<file path="src/rtl/bcr_pkg.sv">
package bcr_pkg;

  typedef enum logic [1:0] {
    RATE_MID   = 2'd0,
    RATE_FAST  = 2'd1,
    RATE_SLOW  = 2'd2,
    RATE_SPARE = 2'd3
  } rate_e;

  localparam int PH_W      = 32;
  localparam int GAIN_FRAC = 15;
  localparam int GAIN_W    = GAIN_FRAC + 1;
  localparam int PROD_W    = PH_W + GAIN_W + 1;

  // Increment that makes the accumulator wrap once every spb samples.
  function automatic logic [PH_W-1:0] phase_step(input int unsigned spb);
    logic [PH_W:0] full;
    logic [PH_W:0] div;
    full = '0;
    full[PH_W] = 1'b1;
    div = (PH_W + 1)'(spb);
    return PH_W'(full / div);
  endfunction

  // Signed value times an unsigned Q1.15 gain, rounded toward zero.
  function automatic logic signed [PH_W-1:0] scale_toward_zero(
      input logic signed [PH_W-1:0] v,
      input logic [GAIN_W-1:0]      g);
    logic signed [PROD_W-1:0] prod;
    logic signed [PROD_W-1:0] bias;
    prod = v * $signed({1'b0, g});
    bias = '0;
    bias[GAIN_FRAC-1:0] = '1;
    if (prod < 0) prod = prod + bias;
    return prod[PH_W+GAIN_FRAC-1:GAIN_FRAC];
  endfunction

  function automatic logic [PH_W-1:0] magnitude(input logic signed [PH_W-1:0] v);
    return (v < 0) ? PH_W'(-v) : PH_W'(v);
  endfunction

endpackage

</file>
<file path="src/rtl/bcr_phase_track.sv">
module bcr_phase_track
  import bcr_pkg::*;
#(
  parameter int unsigned SPB_MID        = 8,
  parameter int unsigned SPB_FAST       = 4,
  parameter int unsigned SPB_SLOW       = 32,
  parameter logic [GAIN_W-1:0] GAIN_FREE      = 16'd16384,
  parameter logic [GAIN_W-1:0] GAIN_LOCK      = 16'd24248,
  parameter logic [GAIN_W-1:0] GAIN_LOCK_FAST = 16'd29164
) (
  input  logic                   clk,
  input  logic                   rst,
  input  logic                   sample_en,
  input  rate_e                  mode,
  input  logic                   locked,
  input  logic                   retune,
  output logic signed [PH_W-1:0] phase_q,
  output logic signed [PH_W-1:0] phase_nxt,
  output logic                   bit_instant
);

  localparam logic [PH_W-1:0] STEP_MID  = phase_step(SPB_MID);
  localparam logic [PH_W-1:0] STEP_FAST = phase_step(SPB_FAST);
  localparam logic [PH_W-1:0] STEP_SLOW = phase_step(SPB_SLOW);

  logic [PH_W-1:0]   step;
  logic [GAIN_W-1:0] gain;

  always_comb begin
    unique case (mode)
      RATE_FAST: step = STEP_FAST;
      RATE_SLOW: step = STEP_SLOW;
      default:   step = STEP_MID;
    endcase
  end

  always_comb begin
    if (!locked)                gain = GAIN_FREE;
    else if (mode == RATE_FAST) gain = GAIN_LOCK_FAST;
    else                        gain = GAIN_LOCK;
  end

  assign phase_nxt   = phase_q + $signed(step);
  assign bit_instant = (phase_q > 0) && (phase_nxt < 0);

  always_ff @(posedge clk) begin
    if (rst) begin
      phase_q <= '0;
    end else if (sample_en) begin
      if (retune) phase_q <= scale_toward_zero(phase_nxt, gain);
      else        phase_q <= phase_nxt;
    end
  end

endmodule

</file>
<file path="src/rtl/bcr_descrambler.sv">
module bcr_descrambler #(
  parameter int LEN    = 17,
  parameter int TAP_HI = 16,
  parameter int TAP_LO = 11
) (
  input  logic           clk,
  input  logic           rst,
  input  logic           advance,
  input  logic           enable,
  input  logic           din,
  output logic           dout,
  output logic [LEN-1:0] state_q
);

  assign dout = enable ? (state_q[TAP_HI] ^ state_q[TAP_LO] ^ din) : din;

  always_ff @(posedge clk) begin
    if (rst) begin
      state_q <= '1;
    end else if (advance && enable) begin
      state_q <= {state_q[LEN-2:0], din};
    end
  end

endmodule

</file>
<file path="src/rtl/bcr_nrzi.sv">
module bcr_nrzi (
  input  logic clk,
  input  logic rst,
  input  logic strobe,
  input  logic chip,
  output logic bit_out,
  output logic bit_vld,
  output logic last_q
);

  always_ff @(posedge clk) begin
    if (rst) begin
      bit_out <= 1'b0;
      bit_vld <= 1'b0;
      last_q  <= 1'b0;
    end else begin
      bit_vld <= strobe;
      if (strobe) begin
        bit_out <= (chip == last_q);
        last_q  <= chip;
      end
    end
  end

endmodule

</file>
<file path="src/rtl/bcr_bit_recovery.sv">
module bcr_bit_recovery
  import bcr_pkg::*;
#(
  parameter int unsigned SPB_MID  = 8,
  parameter int unsigned SPB_FAST = 4,
  parameter int unsigned SPB_SLOW = 32,
  parameter int VOTE     = 3,
  parameter int SCR_LEN  = 17,
  parameter int SCR_TAPA = 16,
  parameter int SCR_TAPB = 11
) (
  input  logic       clk,
  input  logic       rst,
  input  logic       sym_vld,
  input  logic       sym_in,
  input  logic       locked,
  input  logic [1:0] rate_sel,
  input  logic       descr_en,
  output logic       bit_out,
  output logic       bit_vld
);

  localparam int VOTE_MIN = VOTE / 2 + 1;

  logic [VOTE-1:0]        raw_q;
  logic [VOTE-1:0]        raw_nxt;
  logic                   retune;
  logic                   voted;
  logic signed [PH_W-1:0] phase_q;
  logic signed [PH_W-1:0] phase_nxt;
  logic                   bit_instant;
  logic                   take_bit;
  logic                   chip;
  logic [SCR_LEN-1:0]     lfsr_q;
  logic                   last_sym;

  assign raw_nxt  = {raw_q[VOTE-2:0], sym_in};
  assign retune   = sym_vld && (raw_nxt[1] ^ raw_nxt[0]);
  assign voted    = ($countones(raw_nxt) >= VOTE_MIN);
  assign take_bit = sym_vld && bit_instant;

  always_ff @(posedge clk) begin
    if (rst)          raw_q <= '0;
    else if (sym_vld) raw_q <= raw_nxt;
  end

  bcr_phase_track #(
    .SPB_MID (SPB_MID),
    .SPB_FAST(SPB_FAST),
    .SPB_SLOW(SPB_SLOW)
  ) u_phase (
    .clk        (clk),
    .rst        (rst),
    .sample_en  (sym_vld),
    .mode       (rate_e'(rate_sel)),
    .locked     (locked),
    .retune     (retune),
    .phase_q    (phase_q),
    .phase_nxt  (phase_nxt),
    .bit_instant(bit_instant)
  );

  bcr_descrambler #(
    .LEN   (SCR_LEN),
    .TAP_HI(SCR_TAPA),
    .TAP_LO(SCR_TAPB)
  ) u_descr (
    .clk    (clk),
    .rst    (rst),
    .advance(take_bit),
    .enable (descr_en),
    .din    (voted),
    .dout   (chip),
    .state_q(lfsr_q)
  );

  bcr_nrzi u_nrzi (
    .clk    (clk),
    .rst    (rst),
    .strobe (take_bit),
    .chip   (chip),
    .bit_out(bit_out),
    .bit_vld(bit_vld),
    .last_q (last_sym)
  );

endmodule

</file>
<file path="config.mk">
export PLATFORM = sky130hd
export DESIGN_NAME = bcr_bit_recovery
export DESIGN_NICKNAME = d
export VERILOG_FILES = /design/src/rtl/bcr_pkg.sv /design/src/rtl/bcr_phase_track.sv /design/src/rtl/bcr_descrambler.sv /design/src/rtl/bcr_nrzi.sv /design/src/rtl/bcr_bit_recovery.sv
export SDC_FILE = /design/constraint.sdc
export NUM_CORES = 1
export LEC_CHECK = 0
export BUFFER_PORTS_ARGS = -buffer_cell sky130_fd_sc_hd__buf_2
export CORE_ASPECT_RATIO = 2
export CORE_MARGIN = 4
export CORE_UTILIZATION = 35
export CTS_CLUSTER_SIZE = 12
export DETAILED_ROUTE_END_ITERATION = 8
export PLACE_DENSITY = 0.49
export SLEW_MARGIN = 20
export SYNTH_ARGS = -nofsm -noshare
export SYNTH_HDL_FRONTEND = slang
export SYNTH_SLANG_ARGS = --single-unit
</file>
<file path="constraint.sdc">
create_clock -name clk -period 10.4 [get_ports clk]
set_clock_uncertainty 0.05 [all_clocks]
set_input_delay 2.08 -clock clk [delete_from_list [all_inputs] [get_ports clk]]
set_output_delay 2.08 -clock clk [all_outputs]
set_load 0.02 [all_outputs]
</file>
# After elaboration in Yosys (flattened, before gate mapping)
# Index checks and enable logic that the tools add are counted.
dict set report word_totals {
  ff_bits 54
  output_inout_bits 2
}
dict set report classes {
  n_mux 6
  add_sub_neg 4
  n_mul 1
  eq_ne 3
  reduce_logical 4
  magnitude_cmp 4
  bitwise 3
}
# operator count
set op_table {}
lappend op_table {{$pmux W31 S2} 1}
lappend op_table {{$lt A49 B1 Y1 const B} 1}
lappend op_table {{$mul A32 B17 Y49} 1}
lappend op_table {{$add A47 B16 Y47 const B} 1}
lappend op_table {{$mux W47} 1}
lappend op_table {{$add A32 B32 Y32} 1}
lappend op_table {{$gt A32 B1 Y1 const B} 1}
lappend op_table {{$lt A32 B1 Y1 const B} 1}
lappend op_table {{$mux W32} 1}
lappend op_table {{$mux W16} 1}
lappend op_table {{$mux W14} 1}
lappend op_table {{$logic_and A1 B1 Y1} 4}
lappend op_table {{$add A2 B1 Y3} 1}
lappend op_table {{$ge A3 B2 Y1 const B} 1}
lappend op_table {{$xor A1 B1 Y1} 3}
lappend op_table {{$add A1 B1 Y2} 1}
lappend op_table {{$eq A2 B1 Y1 const B} 1}
lappend op_table {{$eq A2 B2 Y1 const B} 1}
lappend op_table {{$eq A1 B1 Y1} 1}
lappend op_table {{$mux W1} 1}

# Longest topological paths before layout
dict set report depth {
  word_depth 7
  mapped_depth 32
  ltp_nobuf 31
}

# Modules after synthesis
# From an unflattened synthesis, not the netlist that was laid out.
dict set report unflattened {
  hier_cells 2000
  area_unflattened_um2 17757.0
}
# mod n_inst area_each_um2 cells_each
set by_module_without_submodules {}
lappend by_module_without_submodules {bcr_phase_track 1 16857.4 1919}
lappend by_module_without_submodules {bcr_descrambler 1 678.2 61}
lappend by_module_without_submodules {bcr_nrzi 1 111.4 9}
lappend by_module_without_submodules {bcr_bit_recovery 1 110.1 11}

# Worst setup path after synthesis
# No wires, ideal clock.
dict set report synth_path {
  kind {input to register}
  startpoint {input port rate_sel[0]}
  endpoint {register u_phase.phase_q[27]}
  required_ns 10.264
  t_arrival_ns 10.341
  n_path_buf 2
  path_slack_ns -0.077
  path_stages 31
  cell_sequence {inv_1 ha_1 ha_1 a21o_1 a21oi_1 xnor2_1 nand2_1 nor2_1 inv_1 fa_1 fa_1 inv_1 fa_1 fa_1 fa_1 inv_1 fa_1 inv_1 ha_1 clkbuf_1 and3_1 nand2_1 o221ai_1 nor3_1 a21oi_1 xnor2_1 or4b_4 or4_4 buf_6 o31a_1 a221oi_2}
}
dict set report synth_via {
  elab_chain_cells 7
}
# item line_no
set synth_rtl {}
lappend synth_rtl {{start: declaration} bcr_bit_recovery.sv:17} ;# input logic [1:0] rate_sel,
lappend synth_rtl {{$eq A2 B2 Y1 / $eq A2 B1 Y1 (equally long branches)} {bcr_phase_track.sv:30, bcr_phase_track.sv:39}}
lappend synth_rtl {{$pmux W31 S2 / $mux W14 (equally long branches)} {bcr_phase_track.sv:30, bcr_phase_track.sv:39}}
lappend synth_rtl {{$add A32 B32 Y32 / $mux W16 (equally long branches)} {bcr_phase_track.sv:43, bcr_phase_track.sv:38}}
lappend synth_rtl {{$mul A32 B17 Y49} bcr_pkg.sv:31} ;# prod = v * $signed({1'b0, g});
lappend synth_rtl {{$add A47 B16 Y47 / $lt A49 B1 Y1 (equally long branches)} bcr_pkg.sv:34} ;# if (prod < 0) prod = prod + bias;
lappend synth_rtl {{$mux W47} bcr_pkg.sv:34}
lappend synth_rtl {{$mux W32 *} bcr_phase_track.sv:50} ;# if (retune) phase_q <= scale_toward_zero(phase_nxt, gain);
lappend synth_rtl {{end signal: assignment} bcr_phase_track.sv:50}
lappend synth_rtl {{end signal: assignment} bcr_phase_track.sv:51} ;# else phase_q <= phase_nxt;
lappend synth_rtl {{end: declaration} bcr_phase_track.sv:17} ;# output logic signed [PH_W-1:0] phase_q,
# Mark *: on every way between the ends. The rest lies on a longest branch, timed or not.
# A chain may end at the register's enable or synchronous reset.

# Final worst setup path
dict set report layout_path {
  startpoint {input port rate_sel[0]}
  endpoint {register u_phase.phase_q[30]}
}
# The elaborated chain is that of the path after synthesis.

==> impl_metrics.toml <==
[clock_tree]
insertion_delay_ns = 0.32
cts.sinks = 54
clockBufferDepth = 2
cts.htree.levels = 2
cts_root_buf = "clkbuf_16"
cts_buffers = 5
cts_tree = "yes"
path_clk_slew_ns = 0.08

[sta]
rsz0062_at_grt = "no"
report.final.hold_viol_count = 0
setup_violations = 0
fmax_mhz = 98.9
worst_pin_slew_ns = 0.917
period_share_pct = 97.2
slew_viol_final = 0
fin_crit_ns = 10.11
slew_headroom_pct = 38.7

[synth]
muxShareOfSynthArea_pct = 0.420
synth-xor-area-share_pct = 2.99
synth-edff-count = 0
synthSimpleGateAreaFrac_pct = 13.4
postSynth.asyncResetShare_pct = 0
ys_ff_latch = 54
synth_adder_area_share_pct = 54.7
ys_warn_count = 0
synthFlopType = "dfxtp_1"
synth_fp_nets = 2377
syn_inst = 1843
synth_top_family_by_area = "adder cells"
synth_compound_area_share_pct = 10.9
ys_seq_area_share_pct = 6.36
syn-cell-area_um2 = 17000
syn_area_per_cell_um2 = 9.22
synth_cell_types = 88

[floorplan]
die_height_um = 320
dieArea_um2 = 52400
initial_utilization_pct = 35.2
core_um2 = 48200
rows = 114
die_x_um = 164
ios = 10

[placement]
hpwl_um = 51600
gp_congestion = 0.997
portBuffers = 9

[worst_setup_path]
slowest_stage = "fa_1"
worstSetupPathType = "in -> reg"
crit_top_cell = "fa_1"
start_kind = "input port"
critPathArrivalTime_ns = 10.29
cp_num_buf_inv = 8
cpPeakStageDelay_ns = 0.55
required_ns = 10.59
crit_family = "adder cells"
cp_max_fo = 12
cp-end-kind = "flop"
rrSetupSlack_ns = 2.03

[detailed_routing]
routed_wl_um = 57200
top_layer_used = "met4"
viasPerCell = 5.22
drtIter0Drc = 631
wl_met1_um = 15400
wl_met2_um = 33900
route.met3.wl_um = 1130
post_drt_wl_per_cell_um = 22.1
vias = 13500
ant_nets = 0
drt_pass1_iterations = 7
drc = 0

[layout]
layout_commonest_cell = "inv_1"
multiInputGateArea_um2 = 14000
diodes = 0
final_layout_size_suffix_gt1_share_pct = 10.2
seq_area_um2 = 1080
syn2layout_area_growth_pct = 11.2
fin_nets = 2478
num-fill-cells = 5038
mostFrequentLayoutCells = "inv_1, fa_1, ha_1"
post-route-util_pct = 39.2

[worst_hold_path]
hp-class = "reg -> reg"

[flow_run]
maxCapViolCount = 0

[global_routing]
antenna_found_initial = 0
grt_pass1_vias = 15300
grt_overflow = 0
grt_pass1_wl_um = 86600
grtUsageTotal_pct = 22.3
grt_max_degree = 57

[outcome]
status = "complete, no violations"
==> registers in the layout, indices dropped and copies added (netlist names) <==
signal	count
u_nrzi.bit_vld	1
u_phase.phase_q	32
u_descr.state_q	17
u_nrzi.bit_out	1
raw_q	2
u_nrzi.last_q	1
==> layout make-up <==
type | count | area share (%)
tap | 638 | 4.23
sequential | 54 | 5.72
timing repair buffer | 148 | 5.96
clock inverter | 1 | 0.159
clock buffer | 6 | 0.735
multi-input combinational | 1286 | 74.3
inverter | 449 | 8.92
==> kinds of logic (layout without fill, tap and decap cells) <==
logic type / Yosys count / after routing
XOR/XNOR: 58 / 58
flip-flops: 54 / 54
AND/OR/NAND/NOR: 439 / 439
adder cells (fa/ha/maj): 526 / 526
AO/OA/AOI/OAI: 256 / 256
multiplexers: 7 / 7
buffers and inverters: 503 / 604
==> cell usage after synthesis (9+ instances only) <==
cell / n / area share (%)
a211o_1: 20 / 1.0
ha_1: 165 / 12
a211oi_1: 23 / 1.0
nand4_1: 21 / 0.77
o21a_1: 9 / 0.40
and3_1: 27 / 0.99
nand3b_1: 11 / 0.49
or3_1: 12 / 0.44
fa_1: 361 / 43
nor3_1: 18 / 0.53
nor2_1: 87 / 1.9
inv_1: 448 / 9.9
nor4_1: 18 / 0.66
nand3_1: 55 / 1.6
dfxtp_1: 54 / 6.4
nand2_1: 115 / 2.5
xor2_1: 24 / 1.2
clkbuf_1: 34 / 0.75
a21oi_1: 55 / 1.6
a31oi_1: 10 / 0.37
a21o_1: 24 / 1.1
o21ai_0: 29 / 0.85
xnor2_1: 34 / 1.8
and2_1: 14 / 0.52
o211ai_1: 13 / 0.57
buf_1: 11 / 0.24
==> repair_timing <==
item,4_1_cts,5_1_grt
resized for setup,0,8
hold buffers,0,0
hold endpoints to repair,0,0
endpoints found under the setup margin,0,12
setup buffers,0,0
==> worst paths after layout <==
check / startpoint / end / depth (start not counted)
hold reg to reg: u_descr.state_q[15] / u_descr.state_q[15] / 1
hold / removal: u_descr.state_q[15] / u_descr.state_q[15] / 1
setup / recovery: rate_sel[0] / u_phase.phase_q[30] / 29
setup reg to reg: u_phase.phase_q[27] / u_phase.phase_q[30] / 27
==> layer usage <==
layer	up-vias	global-route usage, %
met1	6737	17.9
met5	-	0
li1	6119	-
met3	221	1.33
met4	0	20.1
met2	393	45.3
==> through the flow <==
| stage | TNS [ns] | cells | setup slack (ns) | cell area (um2) | hold WS (ns) |
|---|---|---|---|---|---|
| 2_1_floorplan | 0 | 1843 | 0.102 | 17000 | 0.377 |
| 3_3_place_gp | -0.475 | 2575 | -0.103 | 18700 | 0.386 |
| 3_5_place_dp | -0.779 | 2575 | -0.170 | 18700 | 0.393 |
| 4_1_cts | 0 | 2582 | 0.126 | 18900 | 0.413 |
| 5_1_grt | 0 | 2582 | 0.0374 | 18900 | 0.425 |
| 6_report | 0 | 2582 | 0.292 | 18900 | 0.407 |
Power is not shown: default switching activity piles up to over one toggle a cycle in this logic, so the estimate is an artifact.
